`config.mk`:
```
export PLATFORM = sky130hd
export DESIGN_NAME = dmat_stream_term
export DESIGN_NICKNAME = d
export VERILOG_FILES = /design/src/rtl/dmat_pkg.sv /design/src/rtl/dmat_cfg_check.sv /design/src/rtl/dmat_counter.sv /design/src/rtl/dmat_ctrl.sv /design/src/rtl/dmat_stream_term.sv
export SDC_FILE = /design/constraint.sdc
export NUM_CORES = 1
export LEC_CHECK = 0
export CAP_MARGIN = 20
export CORE_AREA = 2 2 63 65
export CTS_CLUSTER_DIAMETER = 80
export DETAILED_ROUTE_END_ITERATION = 8
export DIE_AREA = 0 0 65 67
export DONT_BUFFER_PORTS = 1
export PLACE_DENSITY = 0.81
export REMOVE_ABC_BUFFERS = 1
export SYNTH_ARGS = -nofsm -noshare
export SYNTH_HDL_FRONTEND = slang
export SYNTH_HIERARCHICAL = 1
export SYNTH_SLANG_ARGS = --single-unit
```
`constraint.sdc`:
```
create_clock -name clk -period 6.1 [get_ports clk]
set_clock_uncertainty 0.1 [all_clocks]
set_input_delay 0.915 -clock clk [delete_from_list [all_inputs] [get_ports clk]]
set_output_delay 0.915 -clock clk [all_outputs]
set_load 0.02 [all_outputs]
```
`src/rtl/dmat_pkg.sv`:
```
package dmat_pkg;

    localparam int DEF_CNT_W = 16;

    typedef enum logic [1:0] {
        DIR_P2M  = 2'd0,
        DIR_M2P  = 2'd1,
        DIR_M2M  = 2'd2,
        DIR_RSVD = 2'd3
    } dir_e;

    typedef struct packed {
        dir_e dir;
        logic periph_flow;
        logic circular;
        logic dbuf;
        logic direct;
        logic burst;
    } mode_cfg_t;

    typedef struct packed {
        logic periph_flow;
        logic circular;
    } run_mode_t;

    // pacing actually used: memory-to-memory always runs under the DMA engine
    function automatic logic eff_periph_flow(mode_cfg_t c);
        return c.periph_flow && (c.dir != DIR_M2M);
    endfunction

    function automatic logic cfg_illegal(mode_cfg_t c, logic zero_items);
        logic pf;
        pf = eff_periph_flow(c);
        return (c.dir == DIR_RSVD)
            || (pf && (c.circular || c.dbuf))
            || ((c.dir == DIR_M2M) && (c.circular || c.direct))
            || (c.direct && c.burst)
            || (!pf && zero_items);
    endfunction

endpackage

```
`src/rtl/dmat_cfg_check.sv`:
```
module dmat_cfg_check
    import dmat_pkg::*;
#(
    parameter int CNT_W = DEF_CNT_W
) (
    input  mode_cfg_t          cfg,
    input  logic [CNT_W-1:0]   items,
    output logic               periph_flow,
    output logic               illegal,
    output logic [CNT_W-1:0]   start_count
);
    localparam logic [CNT_W-1:0] CNT_MAX = '1;

    always_comb begin
        periph_flow = eff_periph_flow(cfg);
        illegal     = cfg_illegal(cfg, items == '0);
        start_count = periph_flow ? CNT_MAX : items;
    end
endmodule

```
`src/rtl/dmat_counter.sv`:
```
module dmat_counter #(
    parameter int CNT_W = 16
) (
    input  logic             clk,
    input  logic             rst,
    input  logic             load,
    input  logic [CNT_W-1:0] load_val,
    input  logic [CNT_W-1:0] reload_src,
    input  logic             dec,
    input  logic             reload,
    output logic [CNT_W-1:0] count,
    output logic             last_item
);
    localparam logic [CNT_W-1:0] ONE = {{(CNT_W-1){1'b0}}, 1'b1};

    logic [CNT_W-1:0] count_q;
    logic [CNT_W-1:0] reload_q;

    always_ff @(posedge clk) begin
        if (rst) begin
            count_q  <= '0;
            reload_q <= '0;
        end else if (load) begin
            count_q  <= load_val;
            reload_q <= reload_src;
        end else if (reload) begin
            count_q  <= reload_q;
        end else if (dec) begin
            count_q  <= count_q - ONE;
        end
    end

    assign count     = count_q;
    assign last_item = (count_q == ONE);
endmodule

```
`src/rtl/dmat_ctrl.sv`:
```
module dmat_ctrl
    import dmat_pkg::*;
(
    input  logic clk,
    input  logic rst,
    input  logic en,
    input  logic xfer_done,
    input  logic last_req,
    input  logic tc_clear,
    input  logic illegal,
    input  logic start_pf,
    input  logic start_circ,
    input  logic last_item,
    output logic active,
    output logic tc_flag,
    output logic cfg_err,
    output logic load,
    output logic dec,
    output logic reload
);
    logic      en_q, active_q, tc_q, err_q, last_pend_q;
    run_mode_t mode_q;
    logic      start_try, last_now, ends_by_last, hit_zero, term, tc_set;

    always_comb begin
        start_try    = en && !en_q && !active_q;
        load         = start_try && !illegal;
        dec          = active_q && xfer_done;
        last_now     = active_q && mode_q.periph_flow && last_req;
        ends_by_last = dec && (last_pend_q || last_now);
        hit_zero     = dec && last_item && !ends_by_last;
        reload       = hit_zero && mode_q.circular;
        term         = ends_by_last || (hit_zero && !mode_q.circular);
        tc_set       = term || reload;
    end

    always_ff @(posedge clk) begin
        if (rst) begin
            en_q        <= 1'b0;
            active_q    <= 1'b0;
            tc_q        <= 1'b0;
            err_q       <= 1'b0;
            last_pend_q <= 1'b0;
            mode_q      <= '0;
        end else begin
            en_q <= en;
            if (load) begin
                active_q    <= 1'b1;
                last_pend_q <= 1'b0;
                mode_q      <= '{periph_flow: start_pf, circular: start_circ};
            end else if (active_q && (term || !en)) begin
                active_q <= 1'b0;
            end else if (last_now && !dec) begin
                last_pend_q <= 1'b1;
            end
            if (load)
                err_q <= 1'b0;
            else if (start_try)
                err_q <= 1'b1;
            if (tc_set)
                tc_q <= 1'b1;
            else if (tc_clear)
                tc_q <= 1'b0;
        end
    end

    assign active  = active_q;
    assign tc_flag = tc_q;
    assign cfg_err = err_q;


    tc_sticky_chk: assert property (@(posedge clk) disable iff (rst)
        (tc_q && !tc_clear) |=> tc_q);


    err_idle_chk: assert property (@(posedge clk) disable iff (rst)
        $rose(err_q) |-> !active_q);


    last_ends_chk: assert property (@(posedge clk) disable iff (rst)
        (active_q && last_pend_q && xfer_done) |=> !active_q);


    dma_ignores_last_chk: assert property (@(posedge clk) disable iff (rst)
        (active_q && !mode_q.periph_flow && en && !xfer_done) |=> active_q);
endmodule

```
`src/rtl/dmat_stream_term.sv`:
```
module dmat_stream_term
    import dmat_pkg::*;
#(
    parameter int CNT_W = DEF_CNT_W
) (
    input  logic             clk,
    input  logic             rst,
    input  logic             en,
    input  logic [1:0]       cfg_dir,
    input  logic             cfg_periph_flow,
    input  logic             cfg_circular,
    input  logic             cfg_dbuf,
    input  logic             cfg_direct,
    input  logic             cfg_burst,
    input  logic [CNT_W-1:0] cfg_items,
    input  logic             xfer_done,
    input  logic             last_single,
    input  logic             last_burst,
    input  logic             tc_clear,
    output logic [CNT_W-1:0] remaining,
    output logic             active,
    output logic             tc_flag,
    output logic             cfg_err,
    output logic             flow_periph
);
    localparam logic [CNT_W-1:0] CNT_MAX = '1;
    localparam logic [CNT_W-1:0] ONE     = {{(CNT_W-1){1'b0}}, 1'b1};

    mode_cfg_t        cfg_s;
    logic             illegal, load, dec, reload, last_item;
    logic [CNT_W-1:0] start_count;

    always_comb begin
        cfg_s.dir         = dir_e'(cfg_dir);
        cfg_s.periph_flow = cfg_periph_flow;
        cfg_s.circular    = cfg_circular;
        cfg_s.dbuf        = cfg_dbuf;
        cfg_s.direct      = cfg_direct;
        cfg_s.burst       = cfg_burst;
    end

    dmat_cfg_check #(.CNT_W(CNT_W)) chk_i (
        .cfg         (cfg_s),
        .items       (cfg_items),
        .periph_flow (flow_periph),
        .illegal     (illegal),
        .start_count (start_count)
    );

    dmat_counter #(.CNT_W(CNT_W)) cnt_i (
        .clk        (clk),
        .rst        (rst),
        .load       (load),
        .load_val   (start_count),
        .reload_src (cfg_items),
        .dec        (dec),
        .reload     (reload),
        .count      (remaining),
        .last_item  (last_item)
    );

    dmat_ctrl ctl_i (
        .clk        (clk),
        .rst        (rst),
        .en         (en),
        .xfer_done  (xfer_done),
        .last_req   (last_single || last_burst),
        .tc_clear   (tc_clear),
        .illegal    (illegal),
        .start_pf   (flow_periph),
        .start_circ (cfg_circular),
        .last_item  (last_item),
        .active     (active),
        .tc_flag    (tc_flag),
        .cfg_err    (cfg_err),
        .load       (load),
        .dec        (dec),
        .reload     (reload)
    );


    dec_step_chk: assert property (@(posedge clk) disable iff (rst)
        (active && xfer_done && remaining != ONE) |=> remaining == $past(remaining) - ONE);


    idle_frozen_chk: assert property (@(posedge clk) disable iff (rst)
        !active |=> (active || $stable(remaining)));


    start_value_chk: assert property (@(posedge clk) disable iff (rst)
        $rose(active) |-> remaining == ($past(flow_periph) ? CNT_MAX : $past(cfg_items)));


    tc_from_run_chk: assert property (@(posedge clk) disable iff (rst)
        $rose(tc_flag) |-> $past(active));
endmodule

```
# Word-level counts from Yosys, hierarchy flattened
# Index checks and enable logic that the tools add are counted.
dict set report totals {
  inputBits 30
  regBits 39
  elab_cells 66
  output_inout_bits 20
}
dict set report op_classes {
  n_bitwise 1
  n_eq_ne 4
  n_mux 8
  reduce_logical 43
  add_sub_neg 1
}
# op count
set op_table {}
lappend op_table {{$mux W16} 4}
lappend op_table {{$logic_and A1 B1 Y1} 18}
lappend op_table {{$eq A16 B1 Y1 const B} 1}
lappend op_table {{$logic_not A16 Y1} 1}
lappend op_table {{$sub A16 B1 Y16 const B} 1}
lappend op_table {{$logic_or A1 B1 Y1} 11}
lappend op_table {{$logic_not A1 Y1} 8}
lappend op_table {{$eq A2 B2 Y1 const B} 2}
lappend op_table {{$mux W1} 4}
lappend op_table {{$reduce_bool A2 Y1} 2}
lappend op_table {{$reduce_bool A3 Y1} 1}
lappend op_table {{$ne A2 B2 Y1 const B} 1}
lappend op_table {{$reduce_and A2 Y1} 1}
lappend op_table {{$reduce_or A2 Y1} 1}
lappend op_table {{$not A1 Y1} 1}

# Depth between registers and ports, before layout
dict set report logic_depth {
  depth_word 12
  depth_mapped 13
  ltp_nobuf 10
}

# By module
# The synthesis kept the hierarchy.
# mod instances cells_per_inst area_per_inst_um2 seq_area_each_um2
set by_module_without_submodules {}
lappend by_module_without_submodules {dmat_counter 1 222 1861.8 640.6}
lappend by_module_without_submodules {dmat_ctrl 1 30 305.3 140.1}
lappend by_module_without_submodules {dmat_cfg_check 1 31 207.7 0.0}
lappend by_module_without_submodules {dmat_stream_term 1 1 6.3 0.0}

# Worst setup path before layout
# Ideal clock, no wire load.
dict set report synth_timing {
  path_type {input-to-reg}
  start {in cfg_dir[0]}
  end {reg cnt_i.reload_q[10]}
  required_ns 5.872
  t_arrival_ns 2.797
  cell_stages 9
  slack_ns 3.076
  path_buffers 3
  setup_time_ns 0.128
  cell_sequence {nor3_1 -> o32ai_1 -> o21bai_1 -> nor4b_4 -> clkbuf_1 -> clkbuf_1 -> buf_2 -> mux2i_1 -> nor2_1}
}
dict set report synth_via {
  elab_chain_len 9
  elab_cells_between_ends 14
  cone_classes {eq/ne: 3; reduce/logical: 11}
}
# item line
set synth_rtl {}
lappend synth_rtl {{start: declaration} dmat_stream_term.sv:9} ;# input logic [1:0] cfg_dir,
lappend synth_rtl {{$ne A2 B2 Y1} dmat_pkg.sv:28} ;# return c.periph_flow && (c.dir != DIR_M2M);
lappend synth_rtl {{$logic_and A1 B1 Y1} dmat_pkg.sv:28}
lappend synth_rtl {{$logic_and A1 B1 Y1} dmat_pkg.sv:35} ;# || (pf && (c.circular || c.dbuf))
lappend synth_rtl {{$logic_or A1 B1 Y1} dmat_pkg.sv:35}
lappend synth_rtl {{$logic_or A1 B1 Y1} dmat_pkg.sv:36} ;# || ((c.dir == DIR_M2M) && (c.circular || c.direct))
lappend synth_rtl {{$logic_or A1 B1 Y1} dmat_pkg.sv:37} ;# || (c.direct && c.burst)
lappend synth_rtl {{$logic_or A1 B1 Y1 *} dmat_pkg.sv:38} ;# || (!pf && zero_items);
lappend synth_rtl {{net illegal} dmat_stream_term.sv:30} ;# logic illegal, load, dec, reload, last_item;
lappend synth_rtl {{$logic_not A1 Y1 *} dmat_ctrl.sv:27} ;# load = start_try && !illegal;
lappend synth_rtl {{$logic_and A1 B1 Y1 *} dmat_ctrl.sv:27}
lappend synth_rtl {{net load} dmat_stream_term.sv:30}
lappend synth_rtl {{end signal: assignment} dmat_counter.sv:25} ;# reload_q <= reload_src;
lappend synth_rtl {{end: declaration} dmat_counter.sv:17} ;# logic [CNT_W-1:0] reload_q;
# Mark *: on every way through the listed nets, which the timed path passes. The rest lies on a longest branch.
# A chain may end at the register's enable or synchronous reset.

# Final worst setup path
dict set report layout_timing {
  start {in cfg_dir[0]}
  end {reg cnt_i.count_q[7] (netlist: cnt_i/count[7])}
}
dict set report layout_via {
  elab_chain_len 10
  elab_cells_between_ends 17
  cone_classes {eq/ne: 3; mux: 2; reduce/logical: 12}
}
# item line
set layout_rtl {}
lappend layout_rtl {{$ne A2 B2 Y1} dmat_pkg.sv:28}
lappend layout_rtl {{$logic_and A1 B1 Y1} dmat_pkg.sv:28}
lappend layout_rtl {{$logic_and A1 B1 Y1} dmat_pkg.sv:35}
lappend layout_rtl {{$logic_or A1 B1 Y1} dmat_pkg.sv:35}
lappend layout_rtl {{$logic_or A1 B1 Y1} dmat_pkg.sv:36}
lappend layout_rtl {{$logic_or A1 B1 Y1} dmat_pkg.sv:37}
lappend layout_rtl {{$logic_or A1 B1 Y1 *} dmat_pkg.sv:38}
lappend layout_rtl {{net illegal} dmat_stream_term.sv:30}
lappend layout_rtl {{$logic_not A1 Y1 *} dmat_ctrl.sv:27}
lappend layout_rtl {{$logic_and A1 B1 Y1 *} dmat_ctrl.sv:27}
lappend layout_rtl {{net load} dmat_stream_term.sv:30}
lappend layout_rtl {{$reduce_bool A3 Y1 (no source line) / $mux W16 (equally long branches)} -}
lappend layout_rtl {{end signal: assignment} dmat_counter.sv:24} ;# count_q <= load_val;
lappend layout_rtl {{end signal: assignment} dmat_counter.sv:27} ;# count_q <= reload_q;
lappend layout_rtl {{end signal: assignment} dmat_counter.sv:29} ;# count_q <= count_q - ONE;
lappend layout_rtl {{end: declaration} dmat_counter.sv:16} ;# logic [CNT_W-1:0] count_q;
# Marked as above.

==> results.py <==
metrics = {
    "yosys": {
        "synthMuxAreaShare_pct": 10.5,
        "yosys_warnings": 6,
        "yosysTopAreaCell": "dfxtp_1",
        "synth_area_leaders": "dfxtp_1, mux2i_1, nor2_1",
        "ys.flop_type": "dfxtp_1",
        "synth.top_cell.area_share_pct": 32.8,
        "yosys.area_share.simple_pct": 32.1,
        "synth_compound_area_share_pct": 16.7,
        "synth-xor-area-share_pct": 1.47,
        "synth_edf_count": 0,
        "ys_ff_latch": 39,
        "async_flop_share_pct": 0,
        "synth_top_family_by_area": "simple AND/OR/NAND/NOR gates",
        "netlist_area_sq_um": 2380,
        "ys_types": 57,
        "synth_fa_ha_area_share_pct": 1.05,
        "avgSynthCellArea_sq_um": 8.38,
        "synthCells": 284,
        "yosysSeqAreaShare_pct": 32.8,
    },
    "clock_network": {
        "root_buffer": "clkbuf_8",
        "hold_buffers": 0,
        "cts_setup_buffers": 0,
        "cts_tree": "done",
        "cts_resized": 0,
        "clockBufferDepth": 2,
        "clk_pin_slew_ns": 0.07,
        "worstSkewPairLatency_ns": 0.30,
        "cts.sinks": 39,
        "cts_buffers": 5,
        "htreeDepth": 2,
    },
    "floorplanning": {
        "start_util_pct": 66.0,
        "fp-row-count": 22,
        "dieArea_sq_um": 4360,
        "io_pins": 50,
        "die_height_um": 67,
        "coreArea_sq_um": 3610,
        "die_w_um": 65,
    },
    "power_and_ir_drop": {
        "irDropWorstVdd_mv": 0.169,
        "totalPowerFinal_w": 0.000648,
        "p_leak_nw": 0.912,
        "power.density_nw_per_um2": 261,
    },
    "global_route": {
        "grt_pass1_vias": 1892,
        "antenna_found_initial": 0,
        "grt.total_usage_pct": 26.8,
        "grt-ovfl-total": 0,
        "grt_pass1_wl_um": 8880,
        "grt_max_degree": 43,
    },
    "finish": {
        "final_cells": 326,
        "drive_above_1_share_pct": 7.55,
        "antenna_cells": 0,
        "postLayoutCoreUtil_pct": 68.8,
        "fillers": 297,
        "syn_to_final_growth_pct": 4.15,
        "nets": 309,
    },
    "critical_path": {
        "crit_path_max_incr_delay_ns": 0.87,
        "r2r_end": "cnt_i/count[13]",
        "path_max_fanout": 25,
        "cp_data_arrival_time_ns": 3.39,
        "required_ns": 6.18,
        "crit_top_cell": "nor3_1",
        "reg2reg_slack_ns": 3.02,
        "r2r_start": "cnt_i/count[0]",
        "cp-end-kind": "flop",
        "r2r_cells": 10,
        "cp-start-kind": "input port",
        "worstPathCellList": "nor3_1, o32ai_1, o21bai_1, nor4b_4, buf_4, and3b_1, a221o_1, a21oi_1, nor3_1",
        "path_class": "input port to flop",
        "slowest_stage": "nor4b_4",
    },
    "sta": {
        "fin_crit_sh_pct": 54.2,
        "rsz0062_at_grt": "false",
        "setup_viol": 0,
        "whs_ns": 0.394,
        "setup_tns_ns": 0,
        "relSlewSlack_pct": 31.5,
        "fmax_mhz": 302,
        "hold_viol": 0,
        "finalCriticalPeriod_ns": 3.31,
        "drv_slew": 0,
        "tightest_slew_ns": 1.02,
    },
    "flow_run": {
        "drv_cap": 0,
    },
    "drt": {
        "wl_per_cell_um": 16.9,
        "viasPerCell": 6.33,
        "drt_iter0_markers": 161,
        "vias": 2064,
        "routed_wl_um": 5520,
        "post-route-drc-count": 0,
        "antenna_left": 0,
        "drtPass1Iterations": 4,
    },
    "placed_design": {
        "routabilityCongestion": 0.890,
        "dp_hpwl_um": 3770,
        "dp.cells": 318,
        "port_buffers": 0,
    },
    "hold_path": {
        "holdPathEnd": "cnt_i/reload_q[1]",
        "hold_start": "cnt_i/reload_q[1]",
        "hold_path_depth": 2,
        "hp-class": "flop to flop",
    },
    "outcome": {
        "status": "completed",
    },
}
==> area by class of cell <==
class	instances	area, sq um	area share (%)
Sequential cell	39	781	31.5
Clock buffer	8	100	4.04
Multi-Input combinational cell	217	1470	59.3
Tap cell	48	60.1	2.42
Timing Repair Buffer	4	30.0	1.21
Inverter	10	37.5	1.51
==> registers in the layout, summed over array words and instances, names as in the netlist <==
name	cells
cnt_i/count	16
cnt_i/reload_q	16
ctl_i/mode_q	2
ctl_i/active	1
ctl_i/cfg_err	1
ctl_i/en_q	1
ctl_i/last_pend_q	1
ctl_i/tc_flag	1
==> worst max-delay path: cells and delay by family <==
kind                   cells  cell delay, ns
AND/OR/NAND/NOR            4            1.32
AO/OA/AOI/OAI              4            0.71
buffers and inverters      1            0.43
==> how the worst max path moves through the flow <==
stage / start / end / slack [ns] / cells past startpoint
2_1_floorplan: cfg_dir[0] / cnt_i/count[15] / 1.69 / 7
3_3_place_gp: cfg_dir[0] / cnt_i/count[6] / 2.55 / 9
3_5_place_dp: cfg_dir[0] / cnt_i/count[7] / 2.50 / 9
4_1_cts: cfg_dir[0] / cnt_i/count[7] / 2.82 / 9
5_1_grt: cfg_dir[1] / cnt_i/count[13] / 2.49 / 9
6_report: cfg_dir[0] / cnt_i/count[7] / 2.79 / 9
==> per-layer routing <==
layer  GRT usage, %  up-vias  wire length, um  share of wire [%]
met2           43.4       72             2590                 47
li1               -     1022                -                  -
met5              0        -                0                  0
met4           10.6        0               95                1.7
met3           9.29        9              462                8.4
met1           32.5      961             2370                 43
==> stage by stage <==
step	worst slack (ns)	instance area (sq um)
4_1_cts	2.82	2480
3_5_place_dp	2.50	2380
6_report	2.79	2480
5_1_grt	2.49	2480
2_1_floorplan	1.69	2290
3_3_place_gp	2.55	2380
==> synthesized netlist by cell type (4+ instances only) <==
| cell type | count |
|---|---|
| nand2b_1 | 17 |
| dfxtp_1 | 39 |
| nor2_1 | 34 |
| nand2_1 | 12 |
| buf_2 | 7 |
| clkbuf_1 | 8 |
| a211oi_1 | 4 |
| o21ai_0 | 6 |
| inv_1 | 10 |
| a21oi_1 | 19 |
| nor2b_1 | 11 |
| nor4_1 | 6 |
| nor3_1 | 11 |
| a221o_1 | 5 |
| mux2i_1 | 25 |
| nand4_1 | 10 |
==> layout by cell type (no fill, tap or decap), types with 2 or more instances in the layout <==
master and n:
a221o_1 5, o21ai_1 2, mux2i_1 25, o21ai_0 6
nor2_1 34, nor4_1 6, inv_1 10, a211oi_1 4
xnor2_1 3, nor2b_1 11, and3_1 2, nand2b_1 17
nor3b_1 2, nor3_1 11, and3b_1 2, buf_4 4
a21oi_1 19, ha_1 2, a31oi_1 2, a221oi_1 3
nand2_1 12, nand4_1 10, o21bai_1 3, o31ai_1 3
clkbuf_8 7, nand3_1 2, dfxtp_1 39, nand3b_1 2
or3b_1 3
==> cells by family after synthesis <==
group	Yosys count
simple gates	128
compound gates	58
flops	39
buf+inv	28
mux	25
xor+xnor	4
fa+ha+maj	2
==> report_power, final <==
part / internal (W) / switching [W] / total [W]
registers: 0.000273 / 0.0000425 / 0.000315
logic: 0.0000664 / 0.0000734 / 0.000140
clock network: 0.000103 / 0.0000896 / 0.000193
total: 0.000442 / 0.000206 / 0.000648
No activity file was read; power rests on OpenSTA's default activity.
